## src/rtl/ee_ctl_pkg.sv

```systemverilog
package ee_ctl_pkg;

  typedef enum logic [2:0] {
    ST_IDLE,
    ST_DEV,
    ST_AHI,
    ST_ALO,
    ST_WDAT,
    ST_RDAT,
    ST_SKIP
  } ctlState_t;

  // strobes from control to datapath
  typedef struct packed {
    logic clrBits;
    logic loadHi;
    logic loadAddr;
    logic incPage;
    logic incWrap;
    logic loadTx;
    logic txMode;
  } ctlStrobe_t;

endpackage

```

## src/rtl/ee_addr_path.sv

```systemverilog
module ee_addr_path
  import ee_ctl_pkg::*;
#(
  parameter int ADDR_W = 14,
  parameter int PAGE_W = 6
) (
  input  logic              clk,
  input  logic              rstN,
  input  logic              bitEv,
  input  logic              sdaIn,
  input  ctlStrobe_t        strb,
  input  logic [7:0]        memRdData,
  output logic [3:0]        bitCnt,
  output logic [7:0]        rxByte,
  output logic              txBit,
  output logic [ADDR_W-1:0] addrCnt
);

  localparam int HI_W = ADDR_W - 8;

  logic [7:0]        txShift;
  logic [HI_W-1:0]   hiByte;
  logic [ADDR_W-1:0] nextPage;
  logic [ADDR_W-1:0] nextWrap;

  assign nextWrap = addrCnt + 1'b1;

  generate
    if (PAGE_W >= ADDR_W) begin : g_flatPage
      assign nextPage = nextWrap;
    end else begin : g_splitPage
      logic [PAGE_W-1:0] lowNext;
      assign lowNext  = addrCnt[PAGE_W-1:0] + 1'b1;
      assign nextPage = {addrCnt[ADDR_W-1:PAGE_W], lowNext};
    end
  endgenerate

  always_ff @(posedge clk or negedge rstN) begin
    if (!rstN) begin
      bitCnt <= '0;
    end else if (strb.clrBits) begin
      bitCnt <= '0;
    end else if (bitEv) begin
      bitCnt <= (bitCnt == 4'd8) ? 4'd0 : bitCnt + 4'd1;
    end
  end

  always_ff @(posedge clk or negedge rstN) begin
    if (!rstN) begin
      rxByte <= '0;
    end else if (bitEv && (bitCnt < 4'd8) && !strb.clrBits) begin
      rxByte <= {rxByte[6:0], sdaIn};
    end
  end

  always_ff @(posedge clk or negedge rstN) begin
    if (!rstN) begin
      txShift <= 8'hFF;
    end else if (strb.loadTx) begin
      txShift <= memRdData;
    end else if (bitEv && strb.txMode && (bitCnt < 4'd8)) begin
      txShift <= {txShift[6:0], 1'b1};
    end
  end

  always_ff @(posedge clk or negedge rstN) begin
    if (!rstN) begin
      hiByte <= '0;
    end else if (strb.loadHi) begin
      hiByte <= rxByte[HI_W-1:0];
    end
  end

  always_ff @(posedge clk or negedge rstN) begin
    if (!rstN) begin
      addrCnt <= '0;
    end else if (strb.loadAddr) begin
      addrCnt <= {hiByte, rxByte};
    end else if (strb.incPage) begin
      addrCnt <= nextPage;
    end else if (strb.incWrap) begin
      addrCnt <= nextWrap;
    end
  end

  assign txBit = txShift[7];

endmodule

```

## src/rtl/ee_proto_ctl.sv

```systemverilog
module ee_proto_ctl
  import ee_ctl_pkg::*;
#(
  parameter int         WR_CYCLES = 200,
  parameter logic [3:0] DEV_CODE  = 4'b1010
) (
  input  logic       clk,
  input  logic       rstN,
  input  logic       startEv,
  input  logic       stopEv,
  input  logic       bitEv,
  input  logic       sdaIn,
  input  logic [3:0] bitCnt,
  input  logic [7:0] rxByte,
  input  logic       txBit,
  output ctlStrobe_t strb,
  output ctlState_t  state,
  output logic       busy,
  output logic       sdaLowEn,
  output logic       memRdEn,
  output logic       memWrEn
);

  localparam int BW = $clog2(WR_CYCLES + 1);

  logic          fetchReq;
  logic          fetchDly;
  logic          wrPending;
  logic [BW-1:0] busyCnt;
  logic          ackSlot;
  logic          ackNow;
  logic          slotEnd;
  logic          driveData;

  assign busy    = (busyCnt != '0);
  assign ackSlot = (bitCnt == 4'd8);
  assign slotEnd = bitEv && ackSlot && !startEv && !stopEv;

  always_comb begin
    case (state)
      ST_DEV:                  ackNow = (rxByte[7:4] == DEV_CODE) && !busy;
      ST_AHI, ST_ALO, ST_WDAT: ackNow = 1'b1;
      default:                 ackNow = 1'b0;
    endcase
  end

  assign driveData = (state == ST_RDAT) && (bitCnt < 4'd8) && !txBit
                     && !fetchReq && !fetchDly;
  assign sdaLowEn  = (ackSlot && ackNow) || driveData;
  assign memRdEn   = fetchReq;
  assign memWrEn   = slotEnd && (state == ST_WDAT);

  always_comb begin
    strb         = '0;
    strb.txMode  = (state == ST_RDAT);
    strb.loadTx  = fetchDly;
    strb.incWrap = fetchDly;
    if (startEv || stopEv) begin
      strb.clrBits = 1'b1;
    end else if (bitEv && ackSlot) begin
      case (state)
        ST_AHI:  strb.loadHi   = 1'b1;
        ST_ALO:  strb.loadAddr = 1'b1;
        ST_WDAT: strb.incPage  = 1'b1;
        default: ;
      endcase
    end
  end

  always_ff @(posedge clk or negedge rstN) begin
    if (!rstN) begin
      state     <= ST_IDLE;
      fetchReq  <= 1'b0;
      fetchDly  <= 1'b0;
      wrPending <= 1'b0;
      busyCnt   <= '0;
    end else begin
      fetchDly <= fetchReq;
      fetchReq <= 1'b0;
      if (busy) busyCnt <= busyCnt - 1'b1;
      if (startEv) begin
        state <= ST_DEV;
      end else if (stopEv) begin
        state     <= ST_IDLE;
        wrPending <= 1'b0;
        if (wrPending) busyCnt <= BW'(WR_CYCLES);
      end else if (slotEnd) begin
        case (state)
          ST_DEV: begin
            if (!ackNow) begin
              state <= ST_SKIP;
            end else if (rxByte[0]) begin
              state    <= ST_RDAT;
              fetchReq <= 1'b1;
            end else begin
              state <= ST_AHI;
            end
          end
          ST_AHI:  state <= ST_ALO;
          ST_ALO:  state <= ST_WDAT;
          ST_WDAT: wrPending <= 1'b1;
          ST_RDAT: begin
            if (!sdaIn) fetchReq <= 1'b1;
            else        state    <= ST_SKIP;
          end
          default: ;
        endcase
      end
    end
  end

endmodule

```

## src/rtl/ee_slave_ctl.sv

```systemverilog
module ee_slave_ctl
  import ee_ctl_pkg::*;
#(
  parameter int         ADDR_W    = 14,
  parameter int         PAGE_W    = 6,
  parameter int         WR_CYCLES = 200,
  parameter logic [3:0] DEV_CODE  = 4'b1010
) (
  input  logic              clk,
  input  logic              rstN,
  input  logic              startEv,
  input  logic              stopEv,
  input  logic              bitEv,
  input  logic              sdaIn,
  output logic              sdaLowEn,
  output logic              memRdEn,
  output logic              memWrEn,
  output logic [ADDR_W-1:0] memAddr,
  output logic [7:0]        memWrData,
  input  logic [7:0]        memRdData
);

  ctlStrobe_t        strb;
  ctlState_t         ctlState;
  logic              busy;
  logic [3:0]        bitCnt;
  logic [7:0]        rxByte;
  logic              txBit;
  logic [ADDR_W-1:0] addrCnt;

  ee_proto_ctl #(
    .WR_CYCLES(WR_CYCLES),
    .DEV_CODE (DEV_CODE)
  ) u_ctl (
    .clk     (clk),
    .rstN    (rstN),
    .startEv (startEv),
    .stopEv  (stopEv),
    .bitEv   (bitEv),
    .sdaIn   (sdaIn),
    .bitCnt  (bitCnt),
    .rxByte  (rxByte),
    .txBit   (txBit),
    .strb    (strb),
    .state   (ctlState),
    .busy    (busy),
    .sdaLowEn(sdaLowEn),
    .memRdEn (memRdEn),
    .memWrEn (memWrEn)
  );

  ee_addr_path #(
    .ADDR_W(ADDR_W),
    .PAGE_W(PAGE_W)
  ) u_path (
    .clk      (clk),
    .rstN     (rstN),
    .bitEv    (bitEv),
    .sdaIn    (sdaIn),
    .strb     (strb),
    .memRdData(memRdData),
    .bitCnt   (bitCnt),
    .rxByte   (rxByte),
    .txBit    (txBit),
    .addrCnt  (addrCnt)
  );

  assign memAddr   = addrCnt;
  assign memWrData = rxByte;

endmodule

```

## config.mk

```make
export PLATFORM = sky130hd
export DESIGN_NAME = ee_slave_ctl
export DESIGN_NICKNAME = d
export VERILOG_FILES = /design/src/rtl/ee_ctl_pkg.sv /design/src/rtl/ee_addr_path.sv /design/src/rtl/ee_proto_ctl.sv /design/src/rtl/ee_slave_ctl.sv
export SDC_FILE = /design/constraint.sdc
export NUM_CORES = 1
export LEC_CHECK = 0
export ABC_AREA = 1
export BUFFER_PORTS_ARGS = -buffer_cell sky130_fd_sc_hd__clkbuf_2
export CORE_AREA = 5 5 106 108
export CTS_CLUSTER_SIZE = 24
export DETAILED_ROUTE_END_ITERATION = 8
export DIE_AREA = 0 0 111 113
export SLEW_MARGIN = 25
export SYNTH_ARGS = -nofsm -noshare
export SYNTH_HDL_FRONTEND = slang
export SYNTH_SLANG_ARGS = --single-unit
```

## constraint.sdc

```tcl
create_clock -name clk -period 1.7 [get_ports clk]
set_clock_uncertainty 0.15 [all_clocks]
set_input_delay 0.34 -clock clk [delete_from_list [all_inputs] [get_ports clk]]
set_output_delay 0.34 -clock clk [all_outputs]
set_load 0.03 [all_outputs]
```

Word level (Yosys, flattened, before mapping)
Index checks and enable logic that the tools add are counted.
Word-level totals
  bits in registers: 54
  output and inout port bits: 25
  word-level logic and storage cells: 98
Operators by class
  add/sub/neg operators: 4
  order comparisons: 1
  equal/unequal tests: 9
  mux-type cells: 36
  bitwise logic cells: 1
  reduce and logical (&&, ||, !) cells: 36
Operators by type and width (count)
  2-to-1 mux 8 bit: 6
  2-to-1 mux 14 bit: 3
  2-to-1 mux 3 bit: 8
  adder 14 x 1 -> 14 bit (second input constant): 1
  logical AND 1 bit: 14
  2-to-1 mux 1 bit: 13
  2-to-1 mux 4 bit: 3
  one-hot mux 3 bit (4 select lines): 1
  nonzero test 2 bit: 5
  equality test 4 bit (second input constant): 2
  nonzero test 8 bit: 1
  subtractor 8 x 1 -> 8 bit (second input constant): 1
  zero test 1 bit: 7
  adder 6 x 1 -> 6 bit (second input constant): 1
  equality test 3 x 2 -> 1 bit (second input constant): 2
  equality test 3 bit (second input constant): 2
  AND reduction 3 bit: 2
  nonzero test 3 bit: 2
  nonzero test 6 bit: 1
  adder 4 x 1 -> 4 bit (second input constant): 1
  < comparator 4 bit (second input constant): 1
  inequality test 4 bit (second input constant): 1
  one-hot mux 1 bit (2 select lines): 2
  equality test 3 x 1 -> 1 bit (second input constant): 1
  5 further kinds: 6

Logic depth before layout (Yosys ltp)
Gate-level depths: netlist of run 1.
  depth after elaboration: 9
  depth in mapped cells: 11

By module
Synthesis of run 1 repeated with hierarchy kept, for this count alone.
Unflattened totals
  cells, all modules: 401
  area, all modules: 3004.1 um^2
By module, submodules not included
  ee_addr_path: instances 1, cells each 270, area each 2103.3 um^2, sequential area each 1011.0 um^2
  ee_proto_ctl: instances 1, cells each 131, area each 900.9 um^2, sequential area each 350.3 um^2

Worst setup path after synthesis of run 1
No wires, ideal clock.
  kind: register to output
  start: register u_ctl.fetchDly
  end: output port sdaLowEn
  arrival: 1.909 ns
  required time: 1.210 ns
  slack: -0.699 ns
  stages on the path, launching flop included: 5
  path buffers: 1
  cell sequence: dfrtp_1 > clkbuf_1 > inv_1 > nand2_1 > o41ai_1
Between the ends
  longest elaborated chain between the ends: 3
RTL lines
  from (decl): RTL line ee_proto_ctl.sv:27  | logic fetchDly;
  from (signal assigned): RTL line ee_proto_ctl.sv:78  | fetchDly <= fetchReq;
  zero test 1 bit: RTL line ee_proto_ctl.sv:48  | && !fetchReq && !fetchDly;
  logical AND 1 bit: RTL line ee_proto_ctl.sv:48
  logical OR 1 bit: RTL line ee_proto_ctl.sv:49  | assign sdaLowEn = (ackSlot && ackNow) || driveData;
  to (decl): RTL line ee_slave_ctl.sv:15  | output logic sdaLowEn,
No other way between the ends.

Final worst setup path of run 1
  start: register u_ctl.state[0]
  end: output port sdaLowEn
Between the ends
  longest elaborated chain between the ends: 6
  elaborated cells on any way between the ends: 13
RTL lines
  from (decl): RTL line ee_proto_ctl.sv:17  | output ctlState_t state,
  from (signal assigned): RTL line ee_proto_ctl.sv:72  | state <= ST_IDLE;
  from (signal assigned): RTL line ee_proto_ctl.sv:82  | state <= ST_DEV;
  from (signal assigned): RTL line ee_proto_ctl.sv:84  | state <= ST_IDLE;
  parallel branches: the longest is 5 deep, another holds equality test 3 x 2 -> 1 bit
  logical OR 1 bit *: RTL line ee_proto_ctl.sv:49
Every way passes the cells marked *.

==> metrics.cfg, run 1 <==
[status]
outcome=finished with violations
violations=negative setup slack

[worst_setup_path]
cp-start-kind=flip-flop
cp_max_fo=6
cp.arrival_ns=1.61
critical_path_class=flip-flop to output pin
endpoint_kind=output pin
required_ns=1.21

[logic_synthesis]
synth_most_common_cell=nand2_1
synthesis.area_sq_um=3050
netlist.top_cell.by_area=dfrtp_1
synth-seq-area-share_pct=44.6
synth_ff_type=dfrtp_1
synth_cells=392
synth-async-reset-ratio_pct=100
syn_nets=410
avgSynthCellArea_sq_um=7.79
yosysTopAreaCellShare_pct=37.7
yosys_warnings=0
yosys-top-cells-area=dfrtp_1, nand2_1, dfstp_2
synth_cell_types=40
synth_commonest_cells=nand2_1, dfrtp_1, nor2_1, inv_1, nand3_1
synth_edf_count=0
synth_seq_cells=54

[worst_hold_path]
worstHoldPathType=primary input to flip-flop

[pwr]
p_int_w=0.00214
ir_drop_uv=393
finalPower_w=0.00294
p_leak_nw=2.11
p_sw_w=0.000803
pwr-share-clk_pct=36.3
pwr-share-comb_pct=15.9
p_seq_share_pct=47.8
swShare_pct=27.3
p_per_area_nw_per_um2=668

[routing]
finalWirelength_um=8310
drc=0
routedWlPerCell_um=13.2
vias=2922
final_antenna_net_count=0
drtIter0Drc=119
first_pass_iters=4
vias_per_cell=4.63

[placement]
dp_slack_ns=-0.113
dpl.hpwl_um=5890
placed_cells=607
routabilityCongestion=0.809
numPortBuffers=38

[sta]
final.setup.worst_slack_ns=-0.401
max_freq_ghz=0.476
fin_crit_sh_pct=124
maxSlewViolCount=0
max_slew_margin_pct=81.0
fin_tns_setup_ns=-2.52
setup_viol=24
period_needed_ns=2.10
rsz0062_at_grt=true
hold_viol=0
worst_pin_slew_ns=0.284

[cells_and_area]
diodes=0
fin_nets=512
fillers=975
area_growth_pct=44.3
fin_cells=631
drive_gt1_share_pct=39.8

[clock_tree]
cts_max_level=2
cts.sink_count=54
clockRootBuffer=clkbuf_8
tritoncts=yes
clock_latency_ns=0.31
cts_made_buffers=5
clockBufferDepth=2
cts.clk_slew.worst_paths_ns=0.10

[floorplanning]
die_h_um=113
chipWidth_um=111
core_area_sq_um=10100
initial_core_util_pct=30.1
die_area_sq_um=12500
row_count=37
ioPinCount=39

[job]
cap_violations=0

[global_route]
grt-ovfl-total=0
antenna_found_initial=0
grt_max_degree=39
grt_pass1_wl_um=13000
grt_pass1_vias=2833
grt_util_all_layers_pct=12.4

==> power groups by stage <==
stage	clock (W)	sequential [W]	combinational, W
floorplan	0	0.00153	0.000113
global placement	0	0.00143	0.000444
detailed placement	0	0.00143	0.000453
CTS	0.00111	0.00141	0.000461
global route	0.00114	0.00141	0.000513
finish	0.00107	0.00141	0.000468
==> logic make-up after synthesis <==
family / after synthesis / share of synthesized area, %
and+or+nand+nor: 230 / 34.2
buffers and inverters: 44 / 6.52
xor gates and xnor gates: 9 / 2.58
adders and majority gates: 4 / 1.64
muxes: 1 / 0.369
DFF: 54 / 44.6
AOI/OAI and AO/OA: 50 / 10.1
==> flip-flops by register name, indices dropped and copies added (netlist names) <==
| name | flops |
|---|---|
| u_ctl.busyCnt | 8 |
| u_ctl.fetchDly | 1 |
| u_ctl.memRdEn | 1 |
| u_ctl.state | 3 |
| u_ctl.wrPending | 1 |
| u_path.addrCnt | 14 |
| u_path.bitCnt | 4 |
| u_path.hiByte | 6 |
| u_path.rxByte | 8 |
| u_path.txShift | 8 |
==> worst max-delay path, cell delays in order, from the launching register on <==
cell	delay, ns
dfrtp_2	0.48
nor2_1	0.14
nand2_1	0.09
nand2_1	0.10
nor2_1	0.06
nand2_2	0.10
nand2_2	0.07
o41ai_4	0.05
clkbuf_8	0.21
==> stage by stage <==
stage / utilization [%] / hold WS (ns) / cell area [sq um]
3_5_place_dp: 37.6 / 0.210 / 3810
3_3_place_gp: 37.6 / 0.212 / 3810
2_1_floorplan: - / -0.106 / 3100
5_1_grt: 43.4 / 0.0988 / 4400
6_report: 43.4 / 0.0828 / 4400
4_1_cts: 39.9 / 0.0703 / 4050
==> per-layer routing <==
metal | vias up | wire [um] | GRT usage [%]
met5 | - | 0 | 0
met4 | 0 | 85 | 2.96
met3 | 6 | 239 | 2.78
met2 | 45 | 4460 | 22.5
met1 | 1417 | 3520 | 14.9
li1 | 1454 | - | -
==> layout by cell type (no fill, tap or decap), types with 7 or more instances in the layout <==
master      n
a21oi_1    11
nand2_1   119
nand3_1    22
buf_4      47
inv_1      27
dfrtp_1    44
clkbuf_8    7
o21ai_2     7
nand2_2    19
nand2_4     9
inv_2       7
clkbuf_2   36
o21ai_0    14
nor2_1     29
nor2_4      8
dfstp_2     8
==> what timing repair did <==
action | 4_1_cts | 5_1_grt
hold buffers | 1 | 0
endpoints found under the setup margin | 26 | 34
gates cloned | 0 | 4
endpoints found under the hold margin | 46 | 0
pin swaps | 11 | 38
setup buffers | 1 | 10
resized for setup | 22 | 68
==> area by class of cell <==
cell class              instances  area (sq um)  share of cell area (%)
multi-input cells             295          1770                    40.3
flip-flops and latches         54          1360                    31.0
repair buffers                 99           764                    17.4
inverters                      38           173                    3.92
well taps                     136           170                    3.86
clock buffers                   6          82.6                    1.88
clock inverters                 2          60.1                    1.36
repair inverters                1          16.3                   0.369
==> final timing paths <==
| check | endpoint | start | slack, ns | cells after the start |
|---|---|---|---|---|
| setup / recovery | sdaLowEn | u_ctl.state[0]$_DFFE_PN0P_ | -0.40 | 8 |
| hold / removal | u_path.txShift[6]$_DFFE_PN1P_ | memRdData[6] | 0.08 | 3 |
| setup reg to reg | u_path.addrCnt[9]$_DFFE_PN0P_ | u_path.bitCnt[1]$_DFFE_PN0P_ | -0.14 | 11 |
| hold reg to reg | u_ctl.fetchDly$_DFF_PN0_ | u_ctl.memRdEn$_DFF_PN0_ | 0.31 | 0 |
| max in group asynchronous | u_path.txShift[2]$_DFFE_PN1P_ | rstN | 0.73 | 3 |
| min in group asynchronous | u_path.rxByte[7]$_DFFE_PN0P_ | rstN | 0.40 | 3 |
(Power assumes the default switching activity.)
==> inputs of run 2 (changes only) <==
--- a/config.mk
+++ b/config.mk
@@ -5,12 +5,11 @@
 export SDC_FILE = /design/constraint.sdc
 export NUM_CORES = 1
 export LEC_CHECK = 0
-export ABC_AREA = 1
 export BUFFER_PORTS_ARGS = -buffer_cell sky130_fd_sc_hd__clkbuf_2
-export CORE_AREA = 5 5 106 108
+export CORE_AREA = 5 5 105 107
 export CTS_CLUSTER_SIZE = 24
 export DETAILED_ROUTE_END_ITERATION = 8
-export DIE_AREA = 0 0 111 113
+export DIE_AREA = 0 0 110 112
 export SLEW_MARGIN = 25
 export SYNTH_ARGS = -nofsm -noshare
 export SYNTH_HDL_FRONTEND = slang
==> run 2 against run 1 <==
  * The run still ends with negative setup slack left
  * Design area is 3.7% higher
  * Global-route usage is 1.5 points higher
  * First-iteration DRC count is 2.5% lower
  * Largest power group unchanged
  * Fmax is 16% lower
  * Critical path depth is 1 lower
  * Worst setup slack worse by 0.39 ns
  * Flip-flop and latch count stayed put
  * Synthesized cell count is 26% lower
  * Worst hold slack worse by 0.015 ns
  * Largest cell class unchanged
  * Sequential share of layout area is 1.0 points lower
  * Count of clock-buffer cells in the layout stayed put
==> metrics.cfg, run 2 <==
[status]
outcome=finished with violations
violations=negative setup slack

[floorplanning]
initial_core_util_pct=29.8
die_area_sq_um=12300
row_count=37
core_area_sq_um=10000
ioPinCount=39
chipWidth_um=110
die_h_um=112

[routing]
routedWlPerCell_um=15.2
final_antenna_net_count=0
drc=0
finalWirelength_um=8420
vias=2772
vias_per_cell=5.01
first_pass_iters=4
drtIter0Drc=116

[sta]
fin_tns_setup_ns=-7.28
setup_viol=33
fin_crit_sh_pct=147
period_needed_ns=2.49
max_slew_margin_pct=70.2
final.setup.worst_slack_ns=-0.791
max_freq_ghz=0.401
holdWs_ns=0.0682
maxSlewViolCount=0
worst_pin_slew_ns=0.443
rsz0062_at_grt=true
hold_viol=0

[placement]
numPortBuffers=38
routabilityCongestion=0.891
placed_area_sq_um=4060
dpl.hpwl_um=6230

[clock_tree]
cts.sink_count=54
clock_latency_ns=0.30
cts_max_level=2
cts_made_buffers=5
cts.clk_slew.worst_paths_ns=0.10
clockBufferDepth=2
tritoncts=yes
clockRootBuffer=clkbuf_8

[logic_synthesis]
avgSynthCellArea_sq_um=10.4
yosys_warnings=0
synth_seq_cells=54
yosysTopAreaCellShare_pct=38.4
syn_nets=307
synth_ff_type=dfrtp_1
synth_edf_count=0
synth_most_common_cell=dfrtp_1
yosys-top-cells-area=dfrtp_1, dfstp_2, mux2_2
synth_commonest_cells=dfrtp_1, nand2_1, nor2_1, mux2_2
netlist.top_cell.by_area=dfrtp_1
synth-seq-area-share_pct=45.4
synth_cell_types=60
synth-async-reset-ratio_pct=100
synth_cells=289
synthesis.area_sq_um=3000

[worst_setup_path]
endpoint_kind=output pin
cp.arrival_ns=2.00
crit_path_start=u_ctl.busyCnt[0]$_DFF_PN0_
cp-start-kind=flip-flop
reg2reg_from=u_ctl.busyCnt[0]$_DFF_PN0_
cp_max_fo=3
critical_path_class=flip-flop to output pin
required_ns=1.21

[global_route]
grtUsageMet1_pct=18.7
grt_util_all_layers_pct=13.9
grt_pass1_wl_um=13900
grt_pass1_vias=2808
grt-ovfl-total=0
use_met2_pct=23.6
grt_util_met3_pct=1.86
antenna_found_initial=0
top_usage_layer=met2
grt_max_degree=28

[cells_and_area]
final_cell_mix=buf_4, dfrtp_1, clkbuf_2, nand2_1
utilization_pct=45.5
regArea_sq_um=1370
design_area_sq_um=4570
diodes=0
fin_nets=434
largest_register_ffs=14
area_growth_pct=52.4
drive_gt1_share_pct=52.8
fillers=950
final_common_cell=buf_4
multi_input_area_sq_um=1830
largest_register=u_path.addrCnt

[worst_hold_path]
worstHoldPathType=primary input to flip-flop
min_from=memRdData[6]

[job]
cap_violations=0

[pwr]
p_leak_nw=1.99
ir_drop_uv=325
p_per_area_nw_per_um2=648

==> run 2: cell type report <==
type	count	share of cell area, %
multi-input cells	210	40.2
well taps	136	3.73
inverters	13	1.12
repair buffers	132	22.7
clock inverters	2	0.822
flip-flops and latches	54	29.9
clock buffers	6	1.59
==> run 2: worst paths after layout <==
kind	end	slack, ns	depth (start not counted)
setup / recovery	sdaLowEn	-0.79	7
hold / removal	u_path.txShift[6]$_DFFE_PN1P_	0.07	3
setup reg to reg	u_ctl.memRdEn$_DFF_PN0_	-0.37	7
hold reg to reg	u_ctl.fetchDly$_DFF_PN0_	0.36	1
max in group asynchronous	u_path.rxByte[1]$_DFFE_PN0P_	0.55	3
min in group asynchronous	u_ctl.busyCnt[0]$_DFF_PN0_	0.30	2
==> run 2: power by group <==
| part | switching (W) | internal (W) | total, W |
|---|---|---|---|
| combinational | 0.000393 | 0.000244 | 0.000637 |
| clock | 0.000424 | 0.000440 | 0.000864 |
| sequential | 0.0000868 | 0.00137 | 0.00146 |
==> run 2: cells by family after synthesis <==
| kind of cell | count (synthesis) | synth area share (%) |
|---|---|---|
| and+or+nand+nor | 105 | 20.4 |
| AOI/OAI and AO/OA | 66 | 16.7 |
| DFF | 54 | 45.4 |
| muxes | 30 | 10.7 |
| buffers and inverters | 25 | 3.67 |
| xor gates and xnor gates | 5 | 1.46 |
| adders and majority gates | 4 | 1.67 |
==> run 2: layer usage <==
metal	vias to the layer above	share of wire, %
li1	1346	-
met1	1382	46
met2	42	50
met3	2	3.1
met4	0	0.30
met5	-	0
==> run 2: critical path, stage by stage, from the launching register on <==
cell      delay [ns]
dfrtp_1         0.40
inv_2           0.08
ha_4            0.13
or3b_4          0.39
nor4_4          0.33
nor2_2          0.08
o32ai_4         0.10
clkbuf_8        0.20
==> run 2: per-stage QoR <==
step	instances	worst slack, ns	power [W]
final	553	-0.791	0.00296
after global routing	553	-0.875	0.00308
after CTS	547	-0.818	0.00298
after detailed placement	527	-0.518	0.00211
after global placement	527	-0.494	0.00210
after floorplan	289	-0.421	0.00177
==> run 2: timing repair <==
item	4_1_cts	5_1_grt
setup endpoints to repair	42	43
buffers inserted	11	7
hold buffers	1	0
hold endpoints to repair	9	0
resized for setup	38	22
pin swaps	12	13
